## src/rtl/acc_alu.sv

```systemverilog
module acc_alu #(
  parameter int W = 8
) (
  input  logic         clk,
  input  logic         rst_n,
  input  logic         in_valid,
  input  logic [3:0]   op,
  input  logic [W-1:0] reg_in,
  input  logic [W-1:0] mem_in,
  input  logic         carry_in,
  output logic         out_valid,
  output logic [W-1:0] result,
  output logic         res_write,
  output logic [3:0]   flags,
  output logic [3:0]   flag_mask
);
  localparam int MSB = W - 1;
  localparam logic [3:0] OP_ADD = 4'd0, OP_SUB = 4'd1, OP_AND = 4'd2, OP_OR  = 4'd3,
                         OP_XOR = 4'd4, OP_SHL = 4'd5, OP_SHR = 4'd6, OP_ROL = 4'd7,
                         OP_ROR = 4'd8, OP_INC = 4'd9, OP_DEC = 4'd10, OP_CMP = 4'd11,
                         OP_BIT = 4'd12;
  localparam logic [3:0] M_ALL = 4'b1111, M_NZ = 4'b1010, M_NZC = 4'b1011, M_NVZ = 4'b1110;

  logic         inv_b;
  logic [W-1:0] add_b;
  logic         add_ci;
  logic [W:0]   sum;
  logic         sum_v;

  assign inv_b  = (op == OP_SUB) || (op == OP_CMP);
  assign add_b  = inv_b ? ~mem_in : mem_in;
  assign add_ci = (op == OP_CMP) ? 1'b1 : carry_in;
  assign sum    = {1'b0, reg_in} + {1'b0, add_b} + {{W{1'b0}}, add_ci};
  assign sum_v  = (reg_in[MSB] == add_b[MSB]) && (sum[MSB] != reg_in[MSB]);

  logic [W-1:0] n_res;
  logic         n_c, n_v, n_wr;
  logic [3:0]   n_mask;
  logic         n_n, n_z;

  always_comb begin
    n_res  = reg_in;
    n_c    = 1'b0;
    n_v    = 1'b0;
    n_wr   = 1'b1;
    n_mask = M_NZ;
    case (op)
      OP_ADD, OP_SUB: begin
        n_res  = sum[MSB:0];
        n_c    = sum[W];
        n_v    = sum_v;
        n_mask = M_ALL;
      end
      OP_AND: n_res = reg_in & mem_in;
      OP_OR:  n_res = reg_in | mem_in;
      OP_XOR: n_res = reg_in ^ mem_in;
      OP_SHL, OP_ROL: begin
        n_res  = {reg_in[MSB-1:0], (op == OP_ROL) & carry_in};
        n_c    = reg_in[MSB];
        n_mask = M_NZC;
      end
      OP_SHR, OP_ROR: begin
        n_res  = {(op == OP_ROR) & carry_in, reg_in[MSB:1]};
        n_c    = reg_in[0];
        n_mask = M_NZC;
      end
      OP_INC: n_res = reg_in + 1'b1;
      OP_DEC: n_res = reg_in - 1'b1;
      OP_CMP: begin
        n_c    = sum[W];
        n_wr   = 1'b0;
        n_mask = M_NZC;
      end
      OP_BIT: begin
        n_v    = mem_in[MSB-1];
        n_wr   = 1'b0;
        n_mask = M_NVZ;
      end
      default: begin
        n_wr   = 1'b0;
        n_mask = 4'b0000;
      end
    endcase
  end

  assign n_n = (op == OP_BIT) ? mem_in[MSB] :
               (op == OP_CMP) ? sum[MSB]    : n_res[MSB];
  assign n_z = (op == OP_BIT) ? ((reg_in & mem_in) == '0) :
               (op == OP_CMP) ? (sum[MSB:0] == '0)        : (n_res == '0);

  always_ff @(posedge clk or negedge rst_n) begin
    if (!rst_n) begin
      out_valid <= 1'b0;
      result    <= '0;
      res_write <= 1'b0;
      flags     <= 4'b0000;
      flag_mask <= 4'b0000;
    end else begin
      out_valid <= in_valid;
      if (in_valid) begin
        result    <= n_res;
        res_write <= n_wr;
        flags     <= {n_n, n_v, n_z, n_c} & n_mask;
        flag_mask <= n_mask;
      end
    end
  end
endmodule


```

## config.mk

```make
export PLATFORM = sky130hd
export DESIGN_NAME = acc_alu
export DESIGN_NICKNAME = d
export VERILOG_FILES = /design/src/rtl/acc_alu.sv
export SDC_FILE = /design/constraint.sdc
export NUM_CORES = 1
export LEC_CHECK = 0
export ABC_CLOCK_PERIOD_IN_PS = 2100
export CAP_MARGIN = 10
export CORE_UTILIZATION = 50
export CTS_CLUSTER_SIZE = 12
export DETAILED_ROUTE_END_ITERATION = 8
export GPL_ROUTABILITY_DRIVEN = 0
export GPL_TIMING_DRIVEN = 0
export PLACE_DENSITY = 0.78
export SYNTH_ARGS = -nofsm -noshare
export SYNTH_HDL_FRONTEND = slang
export SYNTH_SLANG_ARGS = --single-unit
```

## constraint.sdc

```tcl
create_clock -name clk -period 2.1 [get_ports clk]
set_input_delay 0.42 -clock clk [delete_from_list [all_inputs] [get_ports clk]]
set_output_delay 0.42 -clock clk [all_outputs]
set_load 0.03 [all_outputs]
```

==> results of run 1 <==
[sequential cells by signal (all words and copies together) (netlist names)]
signal     count
out_valid      1
result         8
flag_mask      3
res_write      1
flags          4
[worst paths after layout]
kind	start	to	slack [ps]
min reg2reg	result[6]	result[6]	490
max reg2reg	flags[1]	flags[1]	830
min in group asynchronous	rst_n	result[1]	590
max in group asynchronous	rst_n	result[3]	1060
max	op[2]	flags[1]	-1110
min	result[6]	result[6]	490
[cell usage in the layout, fill, tap and decap left out, types with 6 or more instances in the layout]
cell and count:
clkdlybuf4s50_1 37, nor2_1 32, buf_4 26, ha_1 26, inv_1 24, nand2_1 21, dfrtp_1 17, a21oi_1 14
o21ai_0 12, nor2b_1 11, buf_6 10, xnor2_1 7, nand3_1 7, a31oi_1 6
[worst max-delay path: cells and delay by family]
kind,cells,cell delay (ps)
AO/OA/AOI/OAI,5,1100
XOR/XNOR,1,120
adder cells (fa/ha/maj),2,600
buffers and inverters,7,840
AND/OR/NAND/NOR,3,280
[layout make-up]
class | instances | share of cell area
multi-input cells | 275 | 0.605
repair buffers | 67 | 0.167
flip-flops and latches | 17 | 0.113
plain buffers | 19 | 0.0560
inverters | 25 | 0.0248
well taps | 67 | 0.0222
clock buffers | 3 | 0.0109
clock inverters | 1 | 0.00132
[power by group through the flow]
stage	Combinational, mW	Sequential (mW)	Clock [mW]
global placement	0.842	0.395	0
finish	1.13	0.390	0.243
CTS	0.964	0.389	0.241
floorplan	0.485	0.480	0
detailed placement	0.854	0.396	0
global route	1.20	0.394	0.255
[cell families after synthesis]
kind of cell | Yosys count
adders and majority gates | 32
muxes | 7
buffers and inverters | 45
AOI/OAI and AO/OA | 103
DFF | 17
and+or+nand+nor | 116
xor gates and xnor gates | 17
[metrics by stage]
| stage | utilization | area [sq um] |
|---|---|---|
| 3_5_place_dp | 0.654 | 3190 |
| 5_1_grt | 0.774 | 3780 |
| 6_report | 0.774 | 3780 |
| 2_1_floorplan | - | 2710 |
| 3_3_place_gp | 0.654 | 3190 |
| 4_1_cts | 0.721 | 3520 |
[timing repair]
item	in CTS	in global routing
resized for setup	47	43
endpoints found under the setup margin	12	12
pin swaps	18	35
setup buffers	20	9
[per-layer routing]
| metal | vias up | track usage |
|---|---|---|
| li1 | 1371 | - |
| met1 | 1392 | 0.395 |
| met2 | 230 | 0.557 |
| met3 | 73 | 0.0583 |
| met4 | 0 | 0.151 |
| met5 | - | 0 |
==> flow_summary_export.csv, run 1 <==
group,metric,value,unit
status,outcome,"finished with violations",
status,violations,"setup timing",
timing,rsz0062_at_grt,"true",
drt,drt-vias-per-instance,6.47,
floorplan,ios,42,
drt,finalWirelength,8930,um
logic_synthesis,yosys_warnings,0,
timing,relSlewSlack,0.522,
critical_path,reg2reg_depth,4,
grt,antenna_found_initial,0,
clock_tree,clk_path_buf_depth,2,
grt,grt_max_degree,18,
pwr,p_switching,0.729,mW
clock_tree,path_clk_slew,70,ps
logic_synthesis,synth_compound_area_frac,0.272,
pwr,p_leak,1.61,nW
grt,overflow,0,
worst_hold_path,hold_depth,2,
pwr,power_density,466,mW/mm^2
floorplan,rows,25,
final_layout,regArea,425,sq um
worst_hold_path,hold_path.class,"reg -> reg",
pwr,pwr-share-comb,0.641,
logic_synthesis,synth_top_family_by_area,"compound AO/OA/AOI/OAI gates",
floorplan,die_w,74.4,um
timing,tightest_slew,715,ps
grt,grt_pass1_vias,2845,
timing,fin_setup_tns,-9660,ps
logic_synthesis,synth_mux_area_frac,0.0282,
timing,min_period,3210,ps
logic_synthesis,synth_edf_count,0,
grt,grt.total_usage,0.325,
drt,drt_iter0_drc,355,
clock_tree,cts_root_buffer,"clkbuf_8",
pwr,vdd_ir_drop_max,0.000340,V
placement,hpwl,6040,um
flow_run,maxCapViolCount,0,
logic_synthesis,synthSimpleGateAreaFrac,0.232,
critical_path,critPathArrivalTime,3360,ps
logic_synthesis,synth-seq-cells,17,
timing,hold_violations,0,
logic_synthesis,yosysSeqAreaShare,0.162,
logic_synthesis,synthArstFlopShare,1.00,
critical_path,worstSetupEndpointType,"flop",
placement,io_buffers,40,
logic_synthesis,synth_xor_area_frac,0.0569,
timing,finalSetupViolations,12,
critical_path,crit_path_max_fanout,5,
floorplan,chipHeight,74.4,um
clock_tree,clk_latency,250,ps
logic_synthesis,syn_area_per_cell,7.77,sq um
critical_path,critPathSlowestCell,"fa_2",
drt,wl_per_cell,18.8,um
drt,dr.pass1.iters,7,
logic_synthesis,netlist_instances,337,
final_layout,fill_cells,353,
floorplan,core_area,0.00488,sq mm
clock_tree,cts_sinks,17,
drt,postRouteAntennaNets,0,
logic_synthesis,ys_top_cells_by_area,"dfrtp_1 (16%), ha_1 (14%), nor2_1 (5.2%), xnor2_1 (4.3%), o21ai_0 (3.6%)",
logic_synthesis,synth_fa_ha_area_frac,0.161,
grt,grt_pass1_wl,13700,um
critical_path,critical_path_class,"in -> reg",
final_layout,syn_to_final_growth,44.2,%
drt,top_layer_used,"met4",
final_layout,drive_gt1_frac,0.263,
final_layout,diodes,0,
logic_synthesis,synth_top_area_frac,0.162,
timing,fmax,0.312,GHz
logic_synthesis,syn_nets,393,
clock_tree,cts_tree,"yes",
critical_path,worstPathRequired,2250,ps
drt,wl_met1,3320,um
placement,post-place-ws,-2170,ps
final_layout,final_cells,474,
clock_tree,numCtsBuffers,3,
logic_synthesis,yosysUniqueCellTypes,66,
critical_path,critPathMaxStageDelay,400,ps
timing,finalCritPeriodShare,1.53,
final_layout,finalNetCount,464,
logic_synthesis,synthTopCellsByCount,"nor2_1 (36), ha_1 (29), inv_1 (25)",
critical_path,cpMostUsedCell,"buf_8",
drt,route.met3.wl,894,um
drt,vias,3066,
logic_synthesis,synth_flop_cell,"dfrtp_1",
pwr,intPower,1.03,mW
clock_tree,postCtsHoldBufs,0,
floorplan,initial_utilization,0.537,
critical_path,path_cells,"buf_8 -> buf_8 -> buf_8 -> clkbuf_8 -> nand3b_1 -> buf_6 -> xnor2_4 -> fa_2 -> inv_2 -> fa_2 -> nor2b_1 -> o31a_1 -> buf_4 -> a21oi_4 -> a22oi_2 -> o311ai_4 -> nor2_1 -> a31o_1",
drt,drc,0,
placement,dpl.cell_count,444,
timing,slew_violations,0,
critical_path,worst_setup_path_start_kind,"input pin",
pwr,swShare,0.414,
logic_synthesis,synth_top_area_cell,"dfrtp_1",
logic_synthesis,yosysMostFrequentCell,"nor2_1",
final_layout,multi_input_area,0.00229,sq mm
clock_tree,htreeDepth,1,
pwr,p_seq_frac,0.221,
pwr,total_power,1.76,mW
pwr,power_frac_clock,0.138,
timing,whs,491,ps
timing,timing.final.ws_setup,-1110,ps
logic_synthesis,syn-cell-area,0.00262,sq mm
timing,skew,0,ps
floorplan,dieArea,0.00553,sq mm
drt,wl_met2,4150,um
No activity file was read; power rests on OpenSTA's default activity.
==> inputs of run 2 (changes only) <==
--- a/config.mk
+++ b/config.mk
@@ -12,6 +12,7 @@
 export DETAILED_ROUTE_END_ITERATION = 8
 export GPL_ROUTABILITY_DRIVEN = 0
 export GPL_TIMING_DRIVEN = 0
+export MAX_ROUTING_LAYER = met4
 export PLACE_DENSITY = 0.78
 export SYNTH_ARGS = -nofsm -noshare
 export SYNTH_HDL_FRONTEND = slang
==> run 2 against run 1 <==
  * The run still ends with setup timing left
  * Cell count did not move
  * Clock power about the same
  * Worst hold slack improved by 0.86 ps
  * First-iteration DRC count decreased by 1.1%
  * Sequential cell count unchanged
  * Setup slack improved by 4.6 ps
  * Sequential share of layout area stayed put
  * Critical endpoint unchanged
  * Largest cell class unchanged
  * Highest routed layer unchanged
==> flow_summary_export.csv, run 2 (synthesis gave the netlist of run 1 again) <==
group,metric,value,unit
status,outcome,"finished with violations",
status,violations,"setup timing",
final_layout,diodes,0,
critical_path,worstSetupEndpointType,"flop",
critical_path,critPathArrivalTime,3400,ps
grt,grt_pass1_wl,13700,um
pwr,power_density,466,mW/mm^2
floorplan,die_w,74.4,um
floorplan,rows,25,
grt,grt_pass1_vias,2848,
drt,drc,0,
timing,fin_setup_tns,-9700,ps
critical_path,path_cells,"buf_8 -> buf_4 -> nor2b_1 -> clkbuf_2 -> nand3_2 -> nand2b_1 -> fa_2 -> inv_2 -> fa_2 -> buf_4 -> xnor2_2 -> o21ai_1 -> a21oi_1 -> o32ai_2 -> nor2b_1 -> nor4b_4 -> a31o_1",
timing,whs,491,ps
clock_tree,clk_path_buf_depth,2,
clock_tree,cts_tree,"yes",
final_layout,utilization,0.774,
final_layout,postLayoutCellArea,0.00378,sq mm
timing,timing.final.ws_setup,-1100,ps
critical_path,critPathLaunch,"op[2]",
timing,slew_violations,0,
placement,placed_area,0.00319,sq mm
floorplan,ios,42,
drt,postRouteAntennaNets,0,
drt,finalWirelength,8890,um
final_layout,mostFrequentLayoutCell,"clkdlybuf4s50_1",
grt,overflow,0,
drt,vias,3086,
final_layout,regMostFlops,"result",
drt,dr.pass1.iters,5,
timing,rsz0062_at_grt,"true",
drt,wl_per_cell,18.8,um
timing,tightest_slew,711,ps
final_layout,largest_register_ffs,8,
final_layout,fill_cells,353,
placement,hpwl,6040,um
timing,min_period,3200,ps
worst_hold_path,min-delay-start,"result[6]",
timing,skew,0,ps
placement,dpl.cell_count,444,
timing,hold_violations,0,
pwr,total_power,1.76,mW
placement,post-place-ws,-2170,ps
critical_path,critPathSlowestCell,"fa_2",
floorplan,dieArea,0.00553,sq mm
critical_path,crit_path_max_fanout,8,
critical_path,worst_setup_path_start_kind,"input pin",
critical_path,path_buf_inv,5,
clock_tree,postCtsHoldBufs,0,
critical_path,cp_num_cells,17,
pwr,p_leak,1.61,nW
clock_tree,path_clk_slew,70,ps
clock_tree,numCtsBuffers,3,
floorplan,initial_utilization,0.537,
critical_path,rrSetupSlack,830,ps
clock_tree,clk_latency,250,ps
grt,antenna_found_initial,0,
drt,drt-vias-per-instance,6.51,
timing,fmax,0.312,GHz
timing,finalSetupViolations,12,
drt,drt_iter0_drc,351,
timing,relSlewSlack,0.524,
worst_hold_path,hold_depth,2,
placement,io_buffers,40,
grt,grt_max_degree,18,
final_layout,finalNetCount,464,
floorplan,core_area,0.00488,sq mm
critical_path,critical_path_class,"in -> reg",
final_layout,top_regs,"result x8, flags x4, flag_mask x3",
clock_tree,htreeDepth,1,
critical_path,cp_top_family,"simple AND/OR/NAND/NOR gates",
final_layout,syn_to_final_growth,44.2,%
critical_path,worstPathRequired,2300,ps
critical_path,critPathMaxStageDelay,360,ps
timing,finalCritPeriodShare,1.52,
final_layout,mostFrequentLayoutCells,"clkdlybuf4s50_1 (37), nor2_1 (32), buf_4 (26), ha_1 (26), inv_1 (24)",
final_layout,final_cells,474,
critical_path,reg2reg_depth,4,
flow_run,maxCapViolCount,0,
floorplan,chipHeight,74.4,um
final_layout,drive_gt1_frac,0.263,
clock_tree,cts_root_buffer,"clkbuf_8",
clock_tree,cts_sinks,17,
pwr,vdd_ir_drop_max,0.000338,V
critical_path,timing.rr.start,"flags[1]",
worst_hold_path,hold_path.class,"reg -> reg",
grt,grt.total_usage,0.336,
-- run 2: final cells by class --
type                       count  area, sq um  share of cell area
multi-input combinational    275         2290               0.605
timing repair buffer          67          631               0.167
sequential                    17          425               0.113
buffer                        19          211              0.0560
inverter                      25         93.8              0.0248
tap                           67         83.8              0.0222
clock buffer                   3         41.3              0.0109
clock inverter                 1         5.00             0.00132
-- run 2: final timing paths --
path / endpoint
hold / removal: result[6]
setup / recovery: flags[1]
setup reg to reg: flags[1]
min in group asynchronous: result[1]
hold reg to reg: result[6]
max in group asynchronous: result[3]
-- run 2: timing repair --
item	in CTS	in global routing
setup buffers	20	9
pin swaps	18	35
setup endpoints to repair	12	12
resized for setup	47	43
cloned	0	0
-- run 2: routing by layer --
| layer | part of all wire | vias to the layer above | GRT usage |
|---|---|---|---|
| li1 | - | 1366 | - |
| met1 | 0.37 | 1400 | 0.395 |
| met2 | 0.47 | 247 | 0.556 |
| met3 | 0.11 | 73 | 0.0583 |
| met4 | 0.063 | 0 | 0.153 |
| met5 | 0 | - | - |
-- run 2: worst reg2reg max path: cells and delay by family (launching register included) --
| family | cells | cell delay, ps |
|---|---|---|
| flops | 1 | 390 |
| simple gates | 1 | 90 |
| compound gates | 3 | 690 |
-- run 2: power breakdown --
group / leakage (nW) / internal (mW) / total (mW) / switching, mW
registers: 0.199 / 0.369 / 0.390 / 0.0207
clock network: 0.0255 / 0.132 / 0.242 / 0.111
logic: 1.38 / 0.530 / 1.13 / 0.596
==> inputs of run 3 (changes only) <==
--- a/config.mk
+++ b/config.mk
@@ -7,7 +7,9 @@
 export LEC_CHECK = 0
 export ABC_CLOCK_PERIOD_IN_PS = 2100
 export CAP_MARGIN = 10
+export CORE_ASPECT_RATIO = 0.75
 export CORE_UTILIZATION = 50
+export CTS_CLUSTER_DIAMETER = 120
 export CTS_CLUSTER_SIZE = 12
 export DETAILED_ROUTE_END_ITERATION = 8
 export GPL_ROUTABILITY_DRIVEN = 0
==> run 3 against run 2 <==
  * The run still ends with setup timing left
  * Non-clock buffer count rose by 3
  * Sequential share of layout area up 0.24 points
  * Largest cell class unchanged
  * Register-to-register slack improved by 90 ps
  * Utilization is 2.8 points lower
  * Design area decreased by 2.1%
  * Critical path depth rose by 1
  * Cell count fell by 0.84%
  * Combinational power about the same
  * Highest routed layer unchanged
  * Clock power is essentially flat
  * First-iteration DRC count rose by 12%
  * Power down 1.5%
  * Sequential power about the same
==> flow_summary_export.csv, run 3 (synthesis gave the netlist of run 1 again) <==
group,metric,value,unit
critical_path,critPathArrivalTime,3400,ps
clock_tree,htreeDepth,1,
critical_path,cp_top_family,"compound AO/OA/AOI/OAI gates",
timing,hold_violations,0,
floorplan,ios,42,
placement,io_buffers,40,
drt,vias,3048,
grt,grt_pass1_vias,2753,
floorplan,initial_utilization,0.529,
timing,skew,0,ps
final_layout,syn_to_final_growth,41.2,%
drt,dr.pass1.iters,5,
timing,whs,486,ps
pwr,vdd_ir_drop_max,0.000338,V
clock_tree,cts_root_buffer,"clkbuf_8",
placement,hpwl,6230,um
final_layout,finalNetCount,467,
timing,timing.final.ws_setup,-1160,ps
floorplan,dieArea,0.00553,sq mm
grt,antenna_found_initial,0,
drt,drt-vias-per-instance,6.49,
status,violations,"setup timing",
timing,fmax,0.306,GHz
clock_tree,cts_sinks,17,
critical_path,path_cells,"buf_6 -> buf_6 -> clkbuf_16 -> xnor2_2 -> nand3b_1 -> buf_6 -> xnor2_4 -> fa_2 -> inv_2 -> fa_2 -> nor2b_4 -> o31a_1 -> buf_6 -> a21oi_4 -> a22oi_2 -> o311ai_2 -> nor2_1 -> a31o_1",
timing,relSlewSlack,0.496,
clock_tree,postCtsHoldBufs,0,
clock_tree,path_clk_slew,60,ps
timing,fin_setup_tns,-11240,ps
final_layout,fill_cells,355,
floorplan,chipHeight,64.7,um
drt,drt_iter0_drc,394,
critical_path,critical_path_class,"in -> reg",
final_layout,final_cells,470,
clock_tree,clk_latency,250,ps
placement,dpl.cell_count,437,
final_layout,postLayoutCellArea,0.00370,sq mm
critical_path,worstPathRequired,2240,ps
final_layout,diodes,0,
critical_path,cpMostUsedCell,"buf_6",
grt,overflow,0,
floorplan,die_w,85.6,um
final_layout,regMostFlops,"result",
final_layout,drive_gt1_frac,0.246,
drt,postRouteAntennaNets,0,
drt,drc,0,
clock_tree,cts_tree,"yes",
pwr,p_leak,1.60,nW
critical_path,path_buf_inv,6,
drt,finalWirelength,9290,um
worst_hold_path,hold_path.class,"reg -> reg",
timing,slew_violations,0,
final_layout,largest_register_ffs,8,
grt,grt_max_degree,18,
clock_tree,clk_path_buf_depth,2,
timing,rsz0062_at_grt,"true",
floorplan,rows,22,
drt,wl_per_cell,19.8,um
floorplan,core_area,0.00495,sq mm
critical_path,critPathSlowestCell,"fa_2",
final_layout,top_regs,"result x8, flags x4, flag_mask x3",
critical_path,critPathMaxStageDelay,420,ps
flow_run,maxCapViolCount,0,
final_layout,mostFrequentLayoutCell,"clkdlybuf4s50_1",
final_layout,mostFrequentLayoutCells,"clkdlybuf4s50_1 (35), nor2_1 (32), ha_1 (28), buf_4 (28), inv_1 (24)",
pwr,power_density,468,mW/mm^2
critical_path,worst_setup_path_start_kind,"input pin",
placement,placed_area,0.00318,sq mm
timing,finalSetupViolations,12,
grt,grt.total_usage,0.347,
status,outcome,"finished with violations",
clock_tree,numCtsBuffers,3,
timing,tightest_slew,753,ps
timing,finalCritPeriodShare,1.55,
critical_path,worstSetupEndpointType,"flop",
critical_path,crit_path_max_fanout,5,
placement,post-place-ws,-2200,ps
final_layout,utilization,0.746,
pwr,total_power,1.73,mW
grt,grt_pass1_wl,14400,um
timing,min_period,3260,ps
## run 3: repair_timing
item / 4_1_cts / 5_1_grt
pin swaps: 21 / 20
resized for setup: 51 / 25
endpoints found under the setup margin: 12 / 12
buffers inserted: 27 / 4
## run 3: worst paths after layout
kind / startpoint / endpoint / slack [ps] / cells after the start
setup reg to reg: flags[1] / flags[1] / 920 / 4
hold / removal: flag_mask[2] / flag_mask[2] / 490 / 2
min in group asynchronous: rst_n / result[0] / 610 / 1
max in group asynchronous: rst_n / flags[1] / 1020 / 1
hold reg to reg: flag_mask[2] / flag_mask[2] / 490 / 2
setup / recovery: op[3] / flags[1] / -1160 / 18
## run 3: worst min-delay path, delay by kind of cell (launching register included)
kind,cells,cell delay (ps)
flip-flops,1,350
AND/OR/NAND/NOR,1,50
AO/OA/AOI/OAI,1,50
## run 3: metal layers
layer | track usage | up-vias | part of all wire
met5 | - | - | 0
met4 | 0.0667 | 0 | 0.014
met3 | 0.0930 | 18 | 0.12
met1 | 0.469 | 1443 | 0.41
met2 | 0.525 | 213 | 0.46
li1 | - | 1374 | -
## run 3: area by class of cell
| class | count | area [sq um] | area share |
|---|---|---|---|
| sequential | 17 | 425 | 0.115 |
| tap | 60 | 75.1 | 0.0203 |
| multi-input combinational | 275 | 2190 | 0.592 |
| clock buffer | 4 | 45.0 | 0.0122 |
| buffer | 18 | 201 | 0.0545 |
| timing repair buffer | 71 | 669 | 0.181 |
| inverter | 25 | 93.8 | 0.0254 |
## run 3: power breakdown
group	leakage, nW	switching, mW	internal, mW
Combinational	1.38	0.589	0.511
Clock	0.0228	0.106	0.135
Sequential	0.199	0.0220	0.369
Total	1.60	0.717	1.02
